## src/rtl/sfc_pkg.sv

```systemverilog
package sfc_pkg;

  typedef enum logic [2:0] {
    ST_IDLE,
    ST_PH1,
    ST_GAP,
    ST_PH2,
    ST_POST
  } stimState_t;

  typedef enum logic [1:0] {
    LD_IDLE,
    LD_CHARGE,
    LD_RELEASE
  } loadState_t;

  // strobes from control to datapath
  typedef struct packed {
    logic wrSample;
    logic ptrClear;
    logic applyFrame;
    logic stimOn;
    logic driveUp;
    logic driveDown;
    logic botClosed;
    logic topClosed;
  } ctrlStrobe_t;

endpackage

```

## src/rtl/sfc_ctrl.sv

```systemverilog
module sfc_ctrl
  import sfc_pkg::*;
#(
  parameter int CW = 16
) (
  input  logic          clk,
  input  logic          rstN,
  input  logic          loadIn,
  input  logic          sampleValid,
  input  logic          frameFull,
  input  logic          fireIn,
  input  logic          biphasicIn,
  input  logic          downFirstIn,
  input  logic [CW-1:0] phaseWidthIn,
  input  logic [CW-1:0] gapWidthIn,
  input  logic [CW-1:0] resetHoldIn,
  output ctrlStrobe_t   str,
  output logic          loadReady,
  output logic          ampResetN,
  output logic          errFlag
);

  loadState_t ldState;
  stimState_t state;
  logic [CW-1:0] cnt;
  logic [CW-1:0] widthReg, gapReg, holdReg;
  logic biReg, downFirstReg;

  logic loadBusy, acceptSample, pulseActive, fireBlocked, fireOk, fireBad;

  function automatic logic [CW-1:0] dec1(input logic [CW-1:0] x);
    return (x == '0) ? '0 : x - CW'(1);
  endfunction

  assign loadBusy     = (ldState != LD_IDLE);
  assign loadReady    = loadIn && !loadBusy && !frameFull;
  assign acceptSample = loadReady && sampleValid;
  assign pulseActive  = (state == ST_PH1) || (state == ST_GAP) || (state == ST_PH2);
  assign fireBlocked  = loadIn || loadBusy || pulseActive;
  assign fireOk       = fireIn && !fireBlocked;
  assign fireBad      = fireIn && fireBlocked;

  // hold-switch release sequencer
  always_ff @(posedge clk or negedge rstN) begin
    if (!rstN) begin
      ldState <= LD_IDLE;
    end else begin
      unique case (ldState)
        LD_IDLE:    if (acceptSample) ldState <= LD_CHARGE;
        LD_CHARGE:  ldState <= LD_RELEASE;
        LD_RELEASE: ldState <= LD_IDLE;
        default:    ldState <= LD_IDLE;
      endcase
    end
  end

  // stimulation sequencer
  always_ff @(posedge clk or negedge rstN) begin
    if (!rstN) begin
      state        <= ST_IDLE;
      cnt          <= '0;
      widthReg     <= '0;
      gapReg       <= '0;
      holdReg      <= '0;
      biReg        <= 1'b0;
      downFirstReg <= 1'b0;
    end else if (fireOk) begin
      state        <= ST_PH1;
      cnt          <= dec1(phaseWidthIn);
      widthReg     <= phaseWidthIn;
      gapReg       <= gapWidthIn;
      holdReg      <= resetHoldIn;
      biReg        <= biphasicIn;
      downFirstReg <= downFirstIn;
    end else begin
      unique case (state)
        ST_IDLE: ;
        ST_PH1: begin
          if (cnt != '0) begin
            cnt <= cnt - CW'(1);
          end else if (biReg) begin
            state <= ST_GAP;
            cnt   <= dec1(gapReg);
          end else if (holdReg == '0) begin
            state <= ST_IDLE;
          end else begin
            state <= ST_POST;
            cnt   <= holdReg - CW'(1);
          end
        end
        ST_GAP: begin
          if (cnt != '0) begin
            cnt <= cnt - CW'(1);
          end else begin
            state <= ST_PH2;
            cnt   <= dec1(widthReg);
          end
        end
        ST_PH2: begin
          if (cnt != '0) begin
            cnt <= cnt - CW'(1);
          end else if (holdReg == '0) begin
            state <= ST_IDLE;
          end else begin
            state <= ST_POST;
            cnt   <= holdReg - CW'(1);
          end
        end
        ST_POST: begin
          if (cnt != '0) cnt <= cnt - CW'(1);
          else           state <= ST_IDLE;
        end
        default: state <= ST_IDLE;
      endcase
    end
  end

  always_ff @(posedge clk or negedge rstN) begin
    if (!rstN)        errFlag <= 1'b0;
    else if (fireBad) errFlag <= 1'b1;
  end

  always_comb begin
    str            = '0;
    str.wrSample   = acceptSample;
    str.ptrClear   = !loadIn;
    str.applyFrame = fireOk;
    str.stimOn     = pulseActive;
    str.driveUp    = ((state == ST_PH1) && !downFirstReg) || ((state == ST_PH2) && downFirstReg);
    str.driveDown  = ((state == ST_PH1) && downFirstReg) || ((state == ST_PH2) && !downFirstReg);
    str.botClosed  = (ldState == LD_CHARGE);
    str.topClosed  = (ldState == LD_CHARGE) || (ldState == LD_RELEASE);
  end

  assign ampResetN = (state == ST_IDLE);

  // the two polarities never overlap
  p_updown_excl_r5: assert property (@(posedge clk) disable iff (!rstN)
    !(str.driveUp && str.driveDown));

  // a clock with no drive separates the phases
  p_gap_after_up_r4: assert property (@(posedge clk) disable iff (!rstN)
    $fell(str.driveUp) |-> !str.driveDown);
  p_gap_after_down_r4: assert property (@(posedge clk) disable iff (!rstN)
    $fell(str.driveDown) |-> !str.driveUp);

  // the bottom plate releases before the top switches
  p_bot_first_r2: assert property (@(posedge clk) disable iff (!rstN)
    str.botClosed |=> (str.topClosed && !str.botClosed));
  p_top_last_r2: assert property (@(posedge clk) disable iff (!rstN)
    $fell(str.topClosed) |-> !$past(str.botClosed));

  // an accepted fire starts a phase with the amplifier in reset
  p_fire_starts_r3: assert property (@(posedge clk) disable iff (!rstN)
    fireOk |=> (str.stimOn && !ampResetN));

  // a dropped fire sets a flag that stays set
  p_err_set_r8: assert property (@(posedge clk) disable iff (!rstN)
    fireBad |=> errFlag);
  p_err_sticky_r8: assert property (@(posedge clk) disable iff (!rstN)
    errFlag |=> errFlag);

endmodule

```

## src/rtl/sfc_dp.sv

```systemverilog
module sfc_dp
  import sfc_pkg::*;
#(
  parameter int NCH = 128,
  parameter int SW  = 8
) (
  input  logic              clk,
  input  logic              rstN,
  input  ctrlStrobe_t       str,
  input  logic [SW-1:0]     sampleIn,
  input  logic [NCH-1:0]    maskIn,
  output logic              frameFull,
  output logic [NCH-1:0]    holdSel,
  output logic [NCH*SW-1:0] appliedFrame,
  output logic [NCH-1:0]    stimPowerEn,
  output logic [NCH-1:0]    stimUp,
  output logic [NCH-1:0]    stimDown
);

  localparam int PW = (NCH > 1) ? $clog2(NCH) : 1;

  logic [PW:0]    ptr;
  logic [PW-1:0]  curCh;
  logic [NCH-1:0] maskReg;

  assign frameFull = (ptr == (PW+1)'(NCH));

  always_ff @(posedge clk or negedge rstN) begin
    if (!rstN) begin
      ptr   <= '0;
      curCh <= '0;
    end else if (str.ptrClear) begin
      ptr <= '0;
    end else if (str.wrSample) begin
      ptr   <= ptr + (PW+1)'(1);
      curCh <= ptr[PW-1:0];
    end
  end

  always_ff @(posedge clk or negedge rstN) begin
    if (!rstN)               maskReg <= '0;
    else if (str.applyFrame) maskReg <= maskIn;
  end

  for (genvar i = 0; i < NCH; i++) begin : g_ch
    logic [SW-1:0] holdVal;

    always_ff @(posedge clk or negedge rstN) begin
      if (!rstN)
        holdVal <= '0;
      else if (str.wrSample && (ptr == (PW+1)'(i)))
        holdVal <= sampleIn;
    end

    always_ff @(posedge clk or negedge rstN) begin
      if (!rstN)               appliedFrame[i*SW +: SW] <= '0;
      else if (str.applyFrame) appliedFrame[i*SW +: SW] <= holdVal;
    end

    assign holdSel[i]     = str.topClosed && (curCh == PW'(i));
    assign stimPowerEn[i] = maskReg[i] && str.stimOn;
    assign stimUp[i]      = maskReg[i] && str.driveUp;
    assign stimDown[i]    = maskReg[i] && str.driveDown;
  end

  // at most one channel's switches are driven
  p_sel_onehot_r2: assert property (@(posedge clk) disable iff (!rstN)
    $onehot0(holdSel));

  // a full frame takes no more samples
  p_no_write_full_r1: assert property (@(posedge clk) disable iff (!rstN)
    frameFull |-> !str.wrSample);
  p_ptr_bound_r1: assert property (@(posedge clk) disable iff (!rstN)
    ptr <= (PW+1)'(NCH));

  // no drive reaches a channel without power
  p_drive_needs_power_r6: assert property (@(posedge clk) disable iff (!rstN)
    ((stimUp | stimDown) & ~stimPowerEn) == '0);

endmodule

```

## src/rtl/stim_frame_ctrl.sv

```systemverilog
module stim_frame_ctrl
  import sfc_pkg::*;
#(
  parameter int NCH = 128,
  parameter int SW  = 8,
  parameter int CW  = 16
) (
  input  logic              clk,
  input  logic              rstN,
  input  logic              loadIn,
  input  logic              sampleValid,
  input  logic [SW-1:0]     sampleIn,
  output logic              loadReady,
  input  logic [NCH-1:0]    maskIn,
  input  logic              biphasicIn,
  input  logic              downFirstIn,
  input  logic [CW-1:0]     phaseWidthIn,
  input  logic [CW-1:0]     gapWidthIn,
  input  logic [CW-1:0]     resetHoldIn,
  input  logic              fireIn,
  output logic [NCH-1:0]    holdSel,
  output logic              holdBotClosed,
  output logic              holdTopClosed,
  output logic [NCH*SW-1:0] appliedFrame,
  output logic [NCH-1:0]    stimPowerEn,
  output logic [NCH-1:0]    stimUp,
  output logic [NCH-1:0]    stimDown,
  output logic              ampResetN,
  output logic              errFlag
);

  ctrlStrobe_t str;
  logic frameFull;

  sfc_ctrl #(.CW(CW)) u_ctrl (
    .clk(clk), .rstN(rstN), .loadIn(loadIn), .sampleValid(sampleValid),
    .frameFull(frameFull), .fireIn(fireIn), .biphasicIn(biphasicIn),
    .downFirstIn(downFirstIn), .phaseWidthIn(phaseWidthIn),
    .gapWidthIn(gapWidthIn), .resetHoldIn(resetHoldIn), .str(str),
    .loadReady(loadReady), .ampResetN(ampResetN), .errFlag(errFlag)
  );

  sfc_dp #(.NCH(NCH), .SW(SW)) u_dp (
    .clk(clk), .rstN(rstN), .str(str), .sampleIn(sampleIn), .maskIn(maskIn),
    .frameFull(frameFull), .holdSel(holdSel), .appliedFrame(appliedFrame),
    .stimPowerEn(stimPowerEn), .stimUp(stimUp), .stimDown(stimDown)
  );

  assign holdBotClosed = str.botClosed;
  assign holdTopClosed = str.topClosed;

endmodule

```

## config.mk

```make
export PLATFORM = sky130hd
export DESIGN_NAME = stim_frame_ctrl
export DESIGN_NICKNAME = d
export VERILOG_FILES = /design/src/rtl/sfc_pkg.sv /design/src/rtl/sfc_ctrl.sv /design/src/rtl/sfc_dp.sv /design/src/rtl/stim_frame_ctrl.sv
export SDC_FILE = /design/constraint.sdc
export NUM_CORES = 2
export LEC_CHECK = 0
export BUFFER_PORTS_ARGS = -buffer_cell sky130_fd_sc_hd__buf_2
export CAP_MARGIN = 30
export CORE_AREA = 4 4 663 665
export CTS_CLUSTER_DIAMETER = 150
export DETAILED_ROUTE_END_ITERATION = 8
export DIE_AREA = 0 0 667 669
export PLACE_DENSITY_LB_ADDON = 0.12
export SETUP_SLACK_MARGIN = 0.5
export SLEW_MARGIN = 20
export SYNTH_ARGS = -nofsm -noshare
export SYNTH_HDL_FRONTEND = slang
export SYNTH_SLANG_ARGS = --single-unit
```

## constraint.sdc

```tcl
create_clock -name clk -period 2.77 [get_ports clk]
set_input_delay 0.554 -clock clk [delete_from_list [all_inputs] [get_ports clk]]
set_output_delay 0.554 -clock clk [all_outputs]
set_load 0.05 [all_outputs]
```

==> summary.txt <==
Global routing
  • Vias in the first global route: 75,000
  • Initial antenna violation count: 54
  • Largest net degree at the start of global routing: 99
  • Tot GR Track Use: 0.193
  • Total gr overflow: 0
  • First-pass GRT wire length: 614 mm

Setup path
  • Crit path arrival time: 2.69 ns
  • Worst Path Class, Setup: register to output port
  • Crit end category: output port
  • CP Launch Type: register
  • Max FO, Critical Path: 4
  • Worst endpoint required time: 2.22 ns

STA
  • Final Cycle Share: 1.17
  • Final clock skew: 0.0516 ns
  • Unrepaired setup endpoints after global routing: true
  • Setup slack after layout: -0.472 ns
  • Worst-Margin Slew: 0.873 ns
  • Finish-stage setup viols: 522
  • Fin crit period: 3.24 ns
  • Setup total negative slack: -157.25 ns
  • Slew headroom: 0.418
  • Fin. Hold Viols: 0
  • Max-slew violation count: 0
  • Max Freq: 308 MHz

Yosys
  • Seq/Total Area, Yosys: 0.628
  • Post-Syn Instances: 8,560
  • Predominant post-synthesis flop cell: dfrtp_1
  • Flop and latch count out of synthesis: 2,263
  • Number of synthesized flops with an enable pin: 0
  • Syn Nets: 8,767
  • Post-synthesis cell type count: 70
  • Netlist Area Pre-Place: 90,200 um2
  • Synth top area cells: dfrtp_1 63%, nand2_1 16%, mux2_2 13%
  • Ys Warns: 0
  • Syn avg cell area: 10.5 um2
  • Largest area contributor in the netlist: dfrtp_1
  • Yosys top cell area share: 0.628
  • Asr flop ratio synth: 1.00

Floorplanning
  • Die Wd: 667 um
  • FP Rows: 242
  • Initial Utilization: 0.208
  • CORE AREA: 434,000 um2
  • Die height: 669 um
  • # IOs: 1,732
  • Die ar.: 446,000 um2

Clock network
  • CTS tree: done
  • Num CTS Buffers: 285
  • Clock sink count: 2,263
  • Root buf cell: clkbuf_16
  • CTS Buffer Depth: 4
  • Clk_lat worst skew: 0.89 ns
  • H-tree depth: 5
  • Clock transition at the registers of the reported paths: 0.06 ns

Drt
  • Wire length per cell: 26.7 um
  • Routed Antenna Nets: 0
  • DRC Markers: 0
  • Drt pass-1 iters: 5
  • Vias: 72,100
  • Drt initial violations: 4,542
  • Vias per cell: 4.25
  • Drt total wl: 453 mm

Placed design
  • Cells after DPL: 16,100
  • DP HPWL: 327 mm
  • GPL Wtd Cong: 0.882
  • Input/output buffers: 1,731

Power and ir drop
  • Peak VDD IR: 0.000827 V
  • Switching share of power: 0.368
  • Leak Pwr: 70.1 nW
  • Sequential share of power: 0.322
  • Comb pwr share: 0.360
  • Pwr/cell area: 905 nW/um2
  • NetSw: 43.7 mW
  • Clock share of power: 0.318
  • Cell-internal power: 75.2 mW

Hold path
  • Worst Hold Class: input pin to register

Final layout
  • Post-layout nets: 11,200
  • Layout cells sized above 1: 0.398
  • Final cell utilization of the core: 0.303
  • Area growth, synth to finish: 45.5%
  • Fin cells: 17,000

Outcome
  • Status: finished with violations
  • Violated checks: negative setup slack

Run
  • Max Cap Viol: 0
[timing repair]
action | in CTS | in global routing
gates cloned | 12 | 27
hold endpoints to repair | 217 | 0
pin swaps | 63 | 28
gates resized for setup | 601 | 756
endpoints found under the setup margin | 3103 | 2989
hold buffers | 177 | 0
buffers inserted | 38 | 32
[power by group through the flow]
stage	combinational [mW]	sequential (mW)	clock (mW)
finish	42.8	38.3	37.9
detailed placement	31.9	38.7	0
global placement	32.0	38.7	0
floorplan	18.4	36.6	0
CTS	36.0	38.1	39.2
global route	44.4	38.2	40.5
[state kept, by name, indices dropped and copies added, names as in the netlist]
name	count
u_ctrl.biReg	1
u_ctrl.cnt	16
u_ctrl.downFirstReg	1
u_ctrl.errFlag	1
u_ctrl.gapReg	16
u_ctrl.holdReg	16
u_ctrl.ldState	2
u_ctrl.state	3
u_ctrl.widthReg	16
u_dp.appliedFrame	1024
u_dp.curCh	7
u_dp.g_ch.holdVal	1024
u_dp.maskReg	128
u_dp.ptr	8
[final timing paths]
kind	slack [ns]	startpoint	end	depth (start not counted)
setup / recovery	-0.47	u_ctrl.ldState[0]	holdSel[68]	9
max in group asynchronous	1.12	rstN	u_dp.appliedFrame[116]	3
hold / removal	0.13	downFirstIn	u_ctrl.downFirstReg	3
setup reg to reg	-0.14	u_ctrl.ldState[0]	u_dp.g_ch[24].holdVal[6]	10
min in group asynchronous	0.41	rstN	u_dp.g_ch[83].holdVal[1]	2
hold reg to reg	0.43	u_dp.g_ch[72].holdVal[6]	u_dp.appliedFrame[582]	2
[placed cells by master (no fill, tap or decap), types with 9 or more instances in the layout]
cell | netlist | layout
and2_1 | 398 | 43
clkbuf_16 | 0 | 303
mux2_2 | 1030 | 1030
and2_2 | 0 | 95
nor2_1 | 255 | 117
a21oi_1 | 23 | 23
bufinv_16 | 0 | 14
dfrtp_2 | 0 | 9
nand2_1 | 3741 | 3720
o22ai_1 | 16 | 16
o21ai_0 | 49 | 49
nor3_1 | 54 | 44
nand2_8 | 0 | 12
a211oi_1 | 10 | 10
clkinv_2 | 0 | 41
clkbuf_1 | 453 | 73
dfrtp_1 | 2263 | 2254
buf_8 | 0 | 241
diode_2 | 0 | 38
nor4_1 | 13 | 12
dlygate4sd3_1 | 0 | 177
nand3_1 | 28 | 19
ha_1 | 16 | 14
xor2_1 | 12 | 11
or3_1 | 13 | 12
and2_4 | 0 | 262
inv_1 | 19 | 15
clkbuf_8 | 0 | 64
buf_6 | 5 | 107
buf_16 | 0 | 17
nor2_4 | 0 | 131
xnor2_1 | 30 | 30
buf_2 | 3 | 1267
buf_12 | 0 | 347
buf_4 | 1 | 415
inv_16 | 0 | 9
[critical path: stages (launching register included)]
cell and delay, ns:
dfrtp_1 0.37, inv_2 0.07, ha_4 0.35, nand2_2 0.07
nor3_2 0.14, buf_6 0.16, nand3_4 0.13, nor3_4 0.20
buf_12 0.16, buf_12 0.14
[cell usage after synthesis, types with 3 or more instances]
| library cell | number |
|---|---|
| nand2b_1 | 9 |
| nor4b_1 | 3 |
| nor4_1 | 13 |
| nor2_1 | 255 |
| ha_1 | 16 |
| xnor2_1 | 30 |
| and2_0 | 3 |
| mux2i_1 | 7 |
| or3_1 | 13 |
| mux2_2 | 1030 |
| nand3_1 | 28 |
| nand2_1 | 3741 |
| o31ai_1 | 7 |
| xor2_1 | 12 |
| buf_1 | 4 |
| a21oi_1 | 23 |
| o221ai_1 | 7 |
| and3_1 | 10 |
| or4_1 | 4 |
| a31oi_1 | 5 |
| dfrtp_1 | 2263 |
| buf_6 | 5 |
| o22ai_1 | 16 |
| clkbuf_1 | 453 |
| or2_2 | 5 |
| and2_1 | 398 |
| nand3b_1 | 3 |
| o21ai_0 | 49 |
| nor2b_1 | 9 |
| nor3_1 | 54 |
| a211oi_1 | 10 |
| nor3b_1 | 4 |
| nand4_1 | 4 |
| buf_2 | 3 |
| inv_1 | 19 |
[cell families after synthesis]
group	Yosys count	synth area share
XOR/XNOR	42	0.00408
adder cells (fa/ha/maj)	16	0.00222
AO/OA/AOI/OAI	150	0.0110
buffers and inverters	485	0.0207
AND/OR/NAND/NOR	4566	0.205
flip-flops	2263	0.628
multiplexers	1038	0.129
[metrics by stage]
| stage | hold WS, ns | cell area [um2] | total power, mW | worst slack (ns) |
|---|---|---|---|---|
| 2_1_floorplan | 0.258 | 91800 | 55.0 | 0.272 |
| 4_1_cts | 0.0187 | 128000 | 113 | -0.625 |
| 3_3_place_gp | 0.443 | 114000 | 70.6 | -0.363 |
| 5_1_grt | 0.0685 | 131000 | 123 | -0.630 |
| 6_report | 0.132 | 131000 | 119 | -0.472 |
| 3_5_place_dp | 0.446 | 114000 | 70.6 | -0.275 |
[area by class of cell]
type | instances | area [um2]
well taps | 5734 | 7170
fillers | 44900 | 302000
multi-input cells | 5812 | 34000
inverters | 19 | 71.3
clock buffers | 424 | 8340
diodes | 38 | 95.1
repair buffers | 2588 | 23900
clock inverters | 86 | 1130
flip-flops and latches | 2263 | 56600
[layer usage]
layer / wire [um] / part of all wire / vias up / track usage
li1: - / - / 32300 / -
met1: 184000 / 0.41 / 37200 / 0.238
met2: 225000 / 0.50 / 2054 / 0.336
met3: 20900 / 0.046 / 596 / 0.0284
met4: 22500 / 0.050 / 12 / 0.0809
met5: 80 / 0.00018 / - / 0
(Power assumes the default switching activity.)
